`src/rtl/spi_sm_pkg.sv`:
```
package spi_sm_pkg;

    localparam int BAUD_W      = 7;
    localparam int RATIO_W     = BAUD_W + 1;
    localparam int FIXED_RATIO = 4;
    localparam int FIXED_TOP   = 2;

    typedef logic [BAUD_W-1:0]  baud_t;
    typedef logic [RATIO_W-1:0] ratio_t;

    typedef enum logic [1:0] {
        XS_IDLE,
        XS_ACTIVE,
        XS_REST,
        XS_TAIL
    } xfer_state_e;

    typedef struct packed {
        logic   pol;
        ratio_t lead_len;
        ratio_t rest_len;
    } xfer_cfg_t;

    typedef struct packed {
        logic load;
        logic launch;
        logic sample;
        logic finish;
    } shift_cmd_t;

    function automatic ratio_t ratio_of(input baud_t b);
        ratio_t r;
        if (int'(b) <= FIXED_TOP) r = RATIO_W'(FIXED_RATIO);
        else                      r = RATIO_W'(b) + RATIO_W'(1);
        return r;
    endfunction

endpackage

```
`src/rtl/spi_rate_calc.sv`:
```
module spi_rate_calc
    import spi_sm_pkg::*;
(
    input  baud_t  baud,
    output ratio_t lead_len,
    output ratio_t rest_len
);
    ratio_t ratio;

    always_comb begin
        ratio    = ratio_of(baud);
        lead_len = ratio >> 1;
        rest_len = ratio - (ratio >> 1);
    end

    always_comb begin
        a_r1_ratio_floor: assert (ratio >= RATIO_W'(FIXED_RATIO));
    end
endmodule

```
`src/rtl/spi_half_timer.sv`:
```
module spi_half_timer
    import spi_sm_pkg::*;
(
    input  logic   clk,
    input  logic   rst,
    input  logic   load,
    input  ratio_t load_val,
    output logic   expire
);
    ratio_t cnt;

    always_ff @(posedge clk) begin
        if (rst)              cnt <= '0;
        else if (load)        cnt <= load_val;
        else if (cnt != '0)   cnt <= cnt - RATIO_W'(1);
    end

    assign expire = (cnt == '0);

    a_r2_load_on_expiry: assert property (@(posedge clk) disable iff (rst)
        load |-> (cnt == '0));
endmodule

```
`src/rtl/spi_shift_unit.sv`:
```
module spi_shift_unit
    import spi_sm_pkg::*;
#(
    parameter int CHAR_LEN = 8
) (
    input  logic                clk,
    input  logic                rst,
    input  shift_cmd_t          cmd,
    input  logic [CHAR_LEN-1:0] tx_word,
    input  logic                miso,
    output logic                mosi,
    output logic [CHAR_LEN-1:0] rx_word,
    output logic                last_bit
);
    localparam int BC_W = $clog2(CHAR_LEN + 1);

    logic [CHAR_LEN-1:0] tx_sh;
    logic [CHAR_LEN-1:0] rx_sh;
    logic [CHAR_LEN:0]   rx_wide;
    logic [BC_W-1:0]     bit_cnt;

    always_comb rx_wide = {rx_sh, miso};

    always_ff @(posedge clk) begin
        if (rst) begin
            tx_sh   <= '0;
            rx_sh   <= '0;
            bit_cnt <= '0;
        end else begin
            if (cmd.load) begin
                tx_sh   <= tx_word;
                rx_sh   <= '0;
                bit_cnt <= '0;
            end
            if (cmd.sample) begin
                rx_sh   <= rx_wide[CHAR_LEN-1:0];
                bit_cnt <= bit_cnt + BC_W'(1);
            end
            if (cmd.launch) tx_sh <= tx_sh << 1;
            if (cmd.finish) tx_sh <= '0;
        end
    end

    assign mosi     = tx_sh[CHAR_LEN-1];
    assign rx_word  = rx_sh;
    assign last_bit = (bit_cnt == BC_W'(CHAR_LEN - 1));

    a_r5_count_bound: assert property (@(posedge clk) disable iff (rst)
        bit_cnt <= BC_W'(CHAR_LEN));
    a_r4_launch_apart: assert property (@(posedge clk) disable iff (rst)
        !(cmd.launch && cmd.sample));
endmodule

```
`src/rtl/spi_baud_master.sv`:
```
module spi_baud_master
    import spi_sm_pkg::*;
#(
    parameter int CHAR_LEN = 8
) (
    input  logic                clk,
    input  logic                rst,
    input  logic                start,
    input  logic [6:0]          baud,
    input  logic                cpol,
    input  logic [CHAR_LEN-1:0] tx_data,
    input  logic                miso,
    output logic                busy,
    output logic                done,
    output logic [CHAR_LEN-1:0] rx_data,
    output logic                sclk,
    output logic                mosi,
    output logic                cs_n
);
    xfer_state_e         st;
    xfer_cfg_t           cfg;
    ratio_t              new_lead, new_rest;
    logic                expire, tm_load, last_bit, accept;
    ratio_t              tm_val;
    shift_cmd_t          cmd;
    logic [CHAR_LEN-1:0] rx_word;

    spi_rate_calc u_rate (
        .baud     (baud),
        .lead_len (new_lead),
        .rest_len (new_rest)
    );

    spi_half_timer u_timer (
        .clk      (clk),
        .rst      (rst),
        .load     (tm_load),
        .load_val (tm_val),
        .expire   (expire)
    );

    spi_shift_unit #(.CHAR_LEN(CHAR_LEN)) u_shift (
        .clk      (clk),
        .rst      (rst),
        .cmd      (cmd),
        .tx_word  (tx_data),
        .miso     (miso),
        .mosi     (mosi),
        .rx_word  (rx_word),
        .last_bit (last_bit)
    );

    always_comb begin
        accept     = (st == XS_IDLE) && start;
        cmd.load   = accept;
        cmd.sample = (st == XS_ACTIVE) && expire;
        cmd.launch = (st == XS_REST) && expire;
        cmd.finish = (st == XS_TAIL) && expire;
        tm_load    = accept || cmd.sample || cmd.launch;
        if (accept)          tm_val = new_lead - RATIO_W'(1);
        else if (cmd.sample) tm_val = cfg.rest_len - RATIO_W'(1);
        else                 tm_val = cfg.lead_len - RATIO_W'(1);
    end

    always_ff @(posedge clk) begin
        if (rst) begin
            st      <= XS_IDLE;
            cfg     <= '0;
            sclk    <= cpol;
            cs_n    <= 1'b1;
            busy    <= 1'b0;
            done    <= 1'b0;
            rx_data <= '0;
        end else begin
            done <= 1'b0;
            case (st)
                XS_IDLE: begin
                    sclk <= cpol;
                    if (start) begin
                        cfg  <= '{pol: cpol, lead_len: new_lead, rest_len: new_rest};
                        sclk <= ~cpol;
                        cs_n <= 1'b0;
                        busy <= 1'b1;
                        st   <= XS_ACTIVE;
                    end
                end
                XS_ACTIVE: if (expire) begin
                    sclk <= cfg.pol;
                    st   <= last_bit ? XS_TAIL : XS_REST;
                end
                XS_REST: if (expire) begin
                    sclk <= ~cfg.pol;
                    st   <= XS_ACTIVE;
                end
                XS_TAIL: if (expire) begin
                    cs_n    <= 1'b1;
                    busy    <= 1'b0;
                    done    <= 1'b1;
                    rx_data <= rx_word;
                    st      <= XS_IDLE;
                end
                default: st <= XS_IDLE;
            endcase
        end
    end

    a_r6_done_single: assert property (@(posedge clk) disable iff (rst)
        done |=> !done);
    a_r6_select_tracks_busy: assert property (@(posedge clk) disable iff (rst)
        busy == !cs_n);
    a_r3_rest_level: assert property (@(posedge clk) disable iff (rst)
        (!busy && $past(!busy) && $stable(cpol)) |-> (sclk == cpol));
    a_r8_config_held: assert property (@(posedge clk) disable iff (rst)
        (busy && $past(busy)) |-> $stable(cfg));
    a_r7_no_restart: assert property (@(posedge clk) disable iff (rst)
        (busy && !done && start && !cmd.finish) |=> busy);
endmodule

```
`config.mk`:
```
export PLATFORM = sky130hd
export DESIGN_NAME = spi_baud_master
export DESIGN_NICKNAME = d
export VERILOG_FILES = /design/src/rtl/spi_sm_pkg.sv /design/src/rtl/spi_rate_calc.sv /design/src/rtl/spi_half_timer.sv /design/src/rtl/spi_shift_unit.sv /design/src/rtl/spi_baud_master.sv
export SDC_FILE = /design/constraint.sdc
export NUM_CORES = 1
export LEC_CHECK = 0
export BUFFER_PORTS_ARGS = -buffer_cell sky130_fd_sc_hd__buf_4
export CORE_MARGIN = 2
export CORE_UTILIZATION = 30
export CTS_CLUSTER_SIZE = 16
export DETAILED_ROUTE_END_ITERATION = 16
export SLEW_MARGIN = 15
export SYNTH_ARGS = -nofsm -noshare
export SYNTH_HDL_FRONTEND = slang
export SYNTH_SLANG_ARGS = --single-unit
export TNS_END_PERCENT = 50
```
`constraint.sdc`:
```
create_clock -name clk -period 3.8 [get_ports clk]
set_input_delay 1.14 -clock clk [delete_from_list [all_inputs] [get_ports clk]]
set_output_delay 1.14 -clock clk [all_outputs]
set_load 0.03 [all_outputs]
```
==> results_dict.tcl, run 1 <==
set metrics [dict create \
    status "finished, final reports clean" \
    drtPass1Iterations 4 \
    initial_utilization 0.3120 \
    antenna_found_initial 0 \
    syn_area_sq_mm 0.003078 \
    multi_input_area_sq_mm 0.001738 \
    drt-total-wl_mm 6.963 \
    cap_violations 0 \
    core-area_sq_mm 0.009864 \
    hold_viol 0 \
    cts_tree "yes" \
    top_level_ports 33 \
    seq_area_frac_synth 0.3805 \
    cp_max_fo 5 \
    finalSetupTns_ns 0 \
    clock_latency_ns 0.35 \
    finClkSkew_ns 0.009262 \
    cts_setup_buffers 0 \
    register_area_sq_mm 0.001171 \
    track_usage 0.1328 \
    syn_inst 375 \
    final.hold.worst_slack_ns 0.4512 \
    ir_worst_vdd_mv 0.2098 \
    cts.sinks 58 \
    vias_per_cell 4.978 \
    clk_path_buf_depth 2 \
    grt_start_max_net_pins 41 \
    fillers 1006 \
    yosys_warnings 0 \
    fp.dieArea_sq_mm 0.01109 \
    grt_overflow 0 \
    drc_errors 0 \
    areaGrowthSynthToFinish_pct 18.94 \
    relSlewSlack 0.5219 \
    clk_pin_slew_ns 0.07 \
    leakage_nw 1.471 \
    cts_hold_buf 0 \
    worstPathArrival_ns 3.63 \
    diodes 0 \
    die_x_microns 105.3 \
    setup.worst_path.start "baud[6]" \
    crit_type "input pin to flop" \
    worstHoldStart "cfg[3]" \
    gp_congestion 0.7789 \
    h-tree-depth 3 \
    fin_crit_sh 0.8945 \
    antenna_left 0 \
    rsz0062_at_grt "false" \
    cts-buffers-inserted 9 \
    required_ns 4.03 \
    end_kind "flop" \
    power.density_mw_per_mm2 682.9 \
    finalSetupViolCount 0 \
    start_kind "input pin" \
    r2r_start "st[0]" \
    rows 36 \
    min_period_ns 3.399 \
    synth_nets 411 \
    synth.avg_cell_area_sq_um 8.208 \
    max_freq_ghz 0.2942 \
    cts_root_buf "clkbuf_8" \
    wl_per_cell_microns 12.80 \
    synth-edff-count 1 \
    grt_pass1_wl_mm 11.83 \
    via_count 2708 \
    hpwlAfterDp_mm 5.025 \
    synthDistinctLibCells 56 \
    grt_pass1_vias 2484 \
    ctsResizeCount 0 \
    tightest_slew_ns 0.7172 \
    dr.first_iter.drc_count 110 \
    final_common_cell "dfxtp_1" \
    portBuffers 32 \
    ys_seq_elements 58 \
    final_cell_mix "dfxtp_1 (57), nand2_1 (52), nor2_1 (42), buf_4 (42), a21oi_1 (32)" \
    die_y_microns 105.3 \
    num-nets-final 442 \
    synth-async-reset-ratio 0 \
    maxSlewViolCount 0 \
    hold_class "flop to flop" \
    drive_above_1_share 0.1655 \
    synth_flop_cell "dfxtp_1" \
]
==> path summary, 6_finish.rpt <==
check             cells after the start        endpoint  slack, ns
setup / recovery                     10          cfg[7]       0.40
hold / removal                        2          cfg[3]       0.45
setup reg to reg                     10  u_timer.cnt[6]       1.10
hold reg to reg                       2          cfg[3]       0.45
==> cells by family after synthesis <==
family | after synthesis | share of synthesized area
flip-flops | 58 | 0.3805
XOR/XNOR | 9 | 0.02561
AO/OA/AOI/OAI | 95 | 0.2146
buffers and inverters | 36 | 0.05488
adder cells (fa/ha/maj) | 16 | 0.06748
multiplexers | 6 | 0.01992
AND/OR/NAND/NOR | 155 | 0.2370
==> critical path, cell delays in order <==
cell	delay, ns
buf_4	0.12
or4_1	0.55
o31a_1	0.35
ha_1	0.33
nor2b_1	0.13
o21ai_0	0.20
a21oi_1	0.14
o21ai_0	0.22
a211oi_1	0.11
a2111oi_0	0.36
==> state kept, by name, indices dropped and copies added, names as in the netlist <==
signal / cells
st: 2
done: 1
cs_n: 1
u_shift.rx_word: 8
cfg: 16
sclk: 1
u_shift.bit_cnt: 4
u_shift.tx_sh: 8
u_timer.cnt: 8
busy: 1
rx_data: 8
==> cell usage after synthesis, drive strengths merged (5+ instances only) <==
library cell | number | area share
dfxtp | 57 | 0.37
nand2 | 52 | 0.063
nor2 | 42 | 0.051
a21oi | 32 | 0.052
clkbuf | 19 | 0.031
nand3 | 16 | 0.026
ha | 15 | 0.061
inv | 14 | 0.017
o21ai | 12 | 0.020
a211oi | 10 | 0.024
a22o | 8 | 0.023
nor3 | 8 | 0.015
a311oi | 7 | 0.020
nand2b | 7 | 0.014
nand3b | 7 | 0.017
a21o | 5 | 0.013
mux2i | 5 | 0.016
or3 | 5 | 0.011
xnor2 | 5 | 0.014
==> per-layer routing <==
layer | vias to the layer above | share of wire | global-route usage
met4 | 0 | 0.022 | 0.06762
met1 | 1246 | 0.49 | 0.1723
met3 | 14 | 0.039 | 0.02721
met2 | 49 | 0.45 | 0.2083
li1 | 1399 | - | -
met5 | - | 0 | 0
==> stage by stage <==
stage | power (mW) | cell area [sq um] | setup WS, ns | instances | util
after floorplan | 1.622 | 3078 | 0.3244 | 375 | -
after global placement | 1.856 | 3443 | 0.1222 | 528 | 0.3491
after detailed placement | 1.872 | 3443 | 0.05694 | 528 | 0.3491
after CTS | 2.513 | 3661 | 0.4046 | 544 | 0.3711
after global routing | 2.692 | 3661 | 0.1536 | 544 | 0.3711
final | 2.500 | 3661 | 0.4007 | 544 | 0.3711
==> cell type report <==
class | count | area share
Timing Repair Buffer | 42 | 0.08612
Sequential cell | 58 | 0.3199
Tap cell | 133 | 0.04545
Inverter | 14 | 0.01435
Clock inverter | 7 | 0.02563
Clock buffer | 9 | 0.03383
Multi-Input combinational cell | 281 | 0.4747
==> report_power, final <==
part | internal (mW) | total (mW) | switching (mW)
Sequential | 0.732 | 0.809 | 0.0771
Combinational | 0.421 | 1.06 | 0.638
Clock | 0.367 | 0.632 | 0.265
Note: power is estimated with default switching activity, not from simulation.
==> inputs of run 2 (changes only) <==
PLACE_DENSITY = 0.56   (was default)
SKIP_CTS_REPAIR_TIMING = 1   (was default)
==> results_dict.tcl, run 2 (same netlist as run 1, synthesis figures left out) <==
set metrics [dict create \
    combPwrFrac 0.418 \
    antenna_found_initial 0 \
    top_register "cfg" \
    areaGrowthSynthToFinish_pct 18.66 \
    finClkSkew_ns 0.009748 \
    leakage_nw 1.459 \
    die_y_microns 105.3 \
    clk_pin_slew_ns 0.07 \
    status "finished, final reports clean" \
    cts.sinks 58 \
    fin_crit_sh 0.8882 \
    antenna_left 0 \
    drc_errors 0 \
    top_level_ports 33 \
    num-nets-final 440 \
    start_kind "input pin" \
    p_int_mw 1.508 \
    largest_register_ffs 16 \
    hpwlAfterDp_mm 5.101 \
    crit_type "input pin to flop" \
    power.net_switching_mw 0.9768 \
    tightest_slew_ns 0.6563 \
    dr.first_iter.drc_count 149 \
    grt_pass1_vias 2516 \
    min_delay_worst_endpoint "cfg[1]" \
    cp_max_fo 3 \
    max_freq_ghz 0.2963 \
    drtPass1Iterations 5 \
    worstPathArrival_ns 3.60 \
    initial_utilization 0.3120 \
    final_core_util 0.3702 \
    fillers 1032 \
    r2r_cells 10 \
    h-tree-depth 3 \
    grt_start_max_net_pins 41 \
    grt_overflow 0 \
    end_kind "flop" \
    final_cell_mix "dfxtp_1 (57), nand2_1 (52), nor2_1 (42)" \
    finalSetupTns_ns 0 \
    hold_viol 0 \
    min_period_ns 3.375 \
    ir_worst_vdd_mv 0.2228 \
    worstHoldStart "cfg[1]" \
    diodes 0 \
    maxSlewViolCount 0 \
    drive_above_1_share 0.1614 \
    track_usage 0.1335 \
    power.density_mw_per_mm2 680.4 \
    cts-buffers-inserted 9 \
    gp_congestion 0.8318 \
    required_ns 4.03 \
    cts_root_buf "clkbuf_8" \
    rrSetupSlack_ns 0.95 \
    hold_class "flop to flop" \
    final_common_cell "dfxtp_1" \
    portBuffers 32 \
    rsz0062_at_grt "false" \
    r2r_start "st[0]" \
    die_x_microns 105.3 \
    drt-total-wl_mm 7.032 \
    final.hold.worst_slack_ns 0.4536 \
    finalSetupViolCount 0 \
    clk_path_buf_depth 2 \
    core-area_sq_mm 0.009864 \
    r2r_end "u_timer.cnt[6]" \
    seqPwrFrac 0.325 \
    fp.dieArea_sq_mm 0.01109 \
    vias_per_cell 4.965 \
    clock_latency_ns 0.34 \
    p_clk_frac 0.257 \
    via_count 2691 \
    rows 36 \
    cts_tree "yes" \
    whs_path_depth 2 \
    relSlewSlack 0.5624 \
    cap_violations 0 \
    wl_per_cell_microns 12.97 \
    switching_share 0.3930 \
    grt_pass1_wl_mm 11.90 \
]
run 2: final cells by class:
class                      count  area (sq um)  share of cell area
sequential                    58          1171              0.3207
tap                          133         166.4             0.04556
timing repair buffer          40         300.3             0.08222
inverter                      14         52.55             0.01439
clock inverter                 7         100.1             0.02741
clock buffer                   9         123.9             0.03392
multi-input combinational    281          1738              0.4758
run 2: worst max path at each step:
stage	start	end
2_1_floorplan	baud[6]	cfg[6]
3_3_place_gp	baud[6]	cfg[6]
3_5_place_dp	baud[6]	cfg[7]
4_1_cts	baud[6]	cfg[7]
5_1_grt	baud[6]	cfg[7]
6_report	baud[6]	cfg[6]
run 2: power groups by stage:
stage | combinational, mW | clock [mW] | sequential (mW)
floorplan | 0.794 | 0 | 0.828
global route | 1.17 | 0.686 | 0.821
detailed placement | 1.04 | 0 | 0.820
finish | 1.04 | 0.639 | 0.807
global placement | 1.03 | 0 | 0.817
CTS | 1.04 | 0.655 | 0.806
run 2: critical path: stages:
cell      delay, ns
buf_4          0.12
or4_1          0.55
nor3_1         0.20
or2_2          0.15
ha_1           0.14
inv_1          0.05
fa_1           0.40
a21o_1         0.17
a21oi_1        0.19
o21bai_1       0.08
a21oi_1        0.17
xor2_1         0.15
o21ai_0        0.09
run 2: metrics by stage:
step	setup slack [ns]	area [sq um]	cells	power, mW
finish	0.4248	3652	542	2.485
detailed placement	0.06817	3428	526	1.859
global route	0.1254	3652	542	2.674
floorplan	0.3244	3078	375	1.622
CTS	0.4361	3652	542	2.504
global placement	0.1211	3428	526	1.846
run 2: layer usage:
layer | vias to the layer above | GRT usage | share of wire
li1 | 1390 | - | -
met1 | 1233 | 0.1787 | 0.50
met2 | 59 | 0.2051 | 0.44
met3 | 9 | 0.03154 | 0.046
met4 | 0 | 0.05619 | 0.013
met5 | - | 0 | 0
==> inputs of run 3 (changes only) <==
ABC_AREA = 1   (was default)
==> results_dict.tcl, run 3 <==
set metrics [dict create \
    status "finished, final reports clean" \
    ir_worst_vdd_mv 0.2846 \
    hold_class "flop to flop" \
    yosys.area.top_type "dfxtp_1" \
    drtPass1Iterations 4 \
    max_freq_ghz 0.3091 \
    core-area_sq_mm 0.01028 \
    track_usage 0.1312 \
    crit_type "input pin to flop" \
    synthTopCellsByArea "dfxtp_1 (36%), nand2_1 (16%), a21oi_1 (6.6%)" \
    power.density_mw_per_mm2 753.5 \
    finClkSkew_ns 0.01052 \
    grt_pass1_vias 2677 \
    top_level_ports 33 \
    leakage_nw 1.750 \
    grt_overflow 0 \
    final.hold.worst_slack_ns 0.4507 \
    synth-edff-count 1 \
    netlist.area_leader.share 0.3602 \
    synth_flop_cell "dfxtp_1" \
    areaGrowthSynthToFinish_pct 20.02 \
    cp_max_fo 3 \
    path_common_cell "inv_1" \
    grt_start_max_net_pins 29 \
    grt_pass1_wl_mm 11.96 \
    diodes 0 \
    clk_path_buf_depth 2 \
    yosysMostFrequentCell "nand2_1" \
    rrSetupSlack_ns 1.24 \
    path_cells "buf_4, inv_1, ha_1, o21ai_0, or2_2, inv_1, nor2_1, ha_1, inv_1, fa_1, a31oi_1, or2_2, nand2_1, nand2_1, a21oi_1, o211ai_1, inv_1" \
    maxSlewViolCount 0 \
    final_cell_mix "nand2_1 (133), dfxtp_1 (57), inv_1 (49)" \
    clk_pin_slew_ns 0.07 \
    drive_above_1_share 0.1822 \
    final_area_sq_mm 0.003802 \
    synth_nets 479 \
    worstPathArrival_ns 3.46 \
    min_period_ns 3.235 \
    portBuffers 32 \
    gp_congestion 0.8200 \
    relSlewSlack 0.6270 \
    synth.avg_cell_area_sq_um 7.151 \
    wl_per_cell_microns 11.27 \
    synthDistinctLibCells 40 \
    worst-path-buf-inv 5 \
    hold_viol 0 \
    rsz0062_at_grt "false" \
    largest_register_ffs 16 \
    seq_area_frac_synth 0.3697 \
    cp_slowest_cell "fa_1" \
    h-tree-depth 3 \
    final_common_cell "nand2_1" \
    finalSetupViolCount 0 \
    tightest_slew_ns 0.5575 \
    finalSetupTns_ns 0 \
    post_dp_cell_area_sq_mm 0.003551 \
    num-nets-final 514 \
    initial_utilization 0.3083 \
    antenna_found_initial 0 \
    yosys_warnings 0 \
    syn_area_sq_mm 0.003168 \
    fin_crit_sh 0.8514 \
    syn_inst 443 \
    hpwlAfterDp_mm 5.137 \
    fp.dieArea_sq_mm 0.01140 \
    dr.first_iter.drc_count 127 \
    vias_per_cell 4.574 \
    ys_seq_elements 58 \
    required_ns 4.03 \
    top_register "cfg" \
    final_core_util 0.3700 \
    cts_tree "yes" \
    drc_errors 0 \
    yosys-top-cells-count "nand2_1 (133), dfxtp_1 (57), inv_1 (49)" \
    antenna_left 0 \
    end_kind "flop" \
    rows 37 \
    clock_latency_ns 0.34 \
    cts_root_buf "clkbuf_8" \
    die_y_microns 106.8 \
    cts-buffers-inserted 9 \
    die_x_microns 106.8 \
    cap_violations 0 \
    start_kind "input pin" \
    fillers 1104 \
    cpLargestDelayFamily "adder cells" \
    total_power_mw 2.865 \
    synth-async-reset-ratio 0 \
    drt-total-wl_mm 6.976 \
    cts.sinks 58 \
    via_count 2831 \
    max_stage_delay_ns 0.40 \
]
-- run 3: cell families (layout without fill, tap and decap cells) --
logic type	count (synthesis)	count (layout)	share of synthesized area
buf+inv	67	107	0.08609
simple gates	203	203	0.2974
xor+xnor	2	2	0.005530
compound gates	97	97	0.1758
fa+ha+maj	16	16	0.06556
flops	58	58	0.3697
-- run 3: report_power, final --
part | switching, mW | leakage (nW) | internal [mW]
Combinational | 0.870 | 1.15 | 0.487
Clock | 0.251 | 0.129 | 0.469
Sequential | 0.0555 | 0.476 | 0.733
Total | 1.18 | 1.75 | 1.69
-- run 3: final timing paths --
| kind | from | endpoint | depth (start not counted) |
|---|---|---|---|
| max | baud[0] | cfg[6] | 17 |
| min | rx_data[6] | rx_data[6] | 2 |
| max reg2reg | u_timer.cnt[0] | u_timer.cnt[4] | 13 |
| min reg2reg | rx_data[6] | rx_data[6] | 2 |
-- run 3: layout make-up --
| class | count | area [sq um] | area share |
|---|---|---|---|
| clock buffers | 11 | 151.4 | 0.03982 |
| clock inverters | 5 | 100.1 | 0.02632 |
| inverters | 53 | 200.2 | 0.05265 |
| multi-input cells | 318 | 1724 | 0.4534 |
| flip-flops and latches | 58 | 1171 | 0.3080 |
| well taps | 136 | 170.2 | 0.04475 |
| repair buffers | 38 | 285.3 | 0.07502 |
-- run 3: metrics by stage --
| step | worst slack (ns) | cells |
|---|---|---|
| after floorplan | 0.5148 | 443 |
| after global placement | 0.2882 | 603 |
| after detailed placement | 0.2069 | 603 |
| after CTS | 0.5629 | 619 |
| after global routing | 0.2349 | 619 |
| final | 0.5646 | 619 |
-- run 3: worst reg2reg max path: cells and delay by family (launching register included) --
family,cells,cell delay (ns)
AOI/OAI and AO/OA,4,0.60
DFF,1,0.32
adders and majority gates,1,0.20
buffers and inverters,2,0.51
and+or+nand+nor,6,0.79
-- run 3: layer usage --
| layer | global-route usage | share of wire |
|---|---|---|
| met1 | 0.1700 | 0.50 |
| met2 | 0.2129 | 0.45 |
| met3 | 0.02371 | 0.030 |
| met4 | 0.05844 | 0.022 |
| met5 | 0 | 0 |
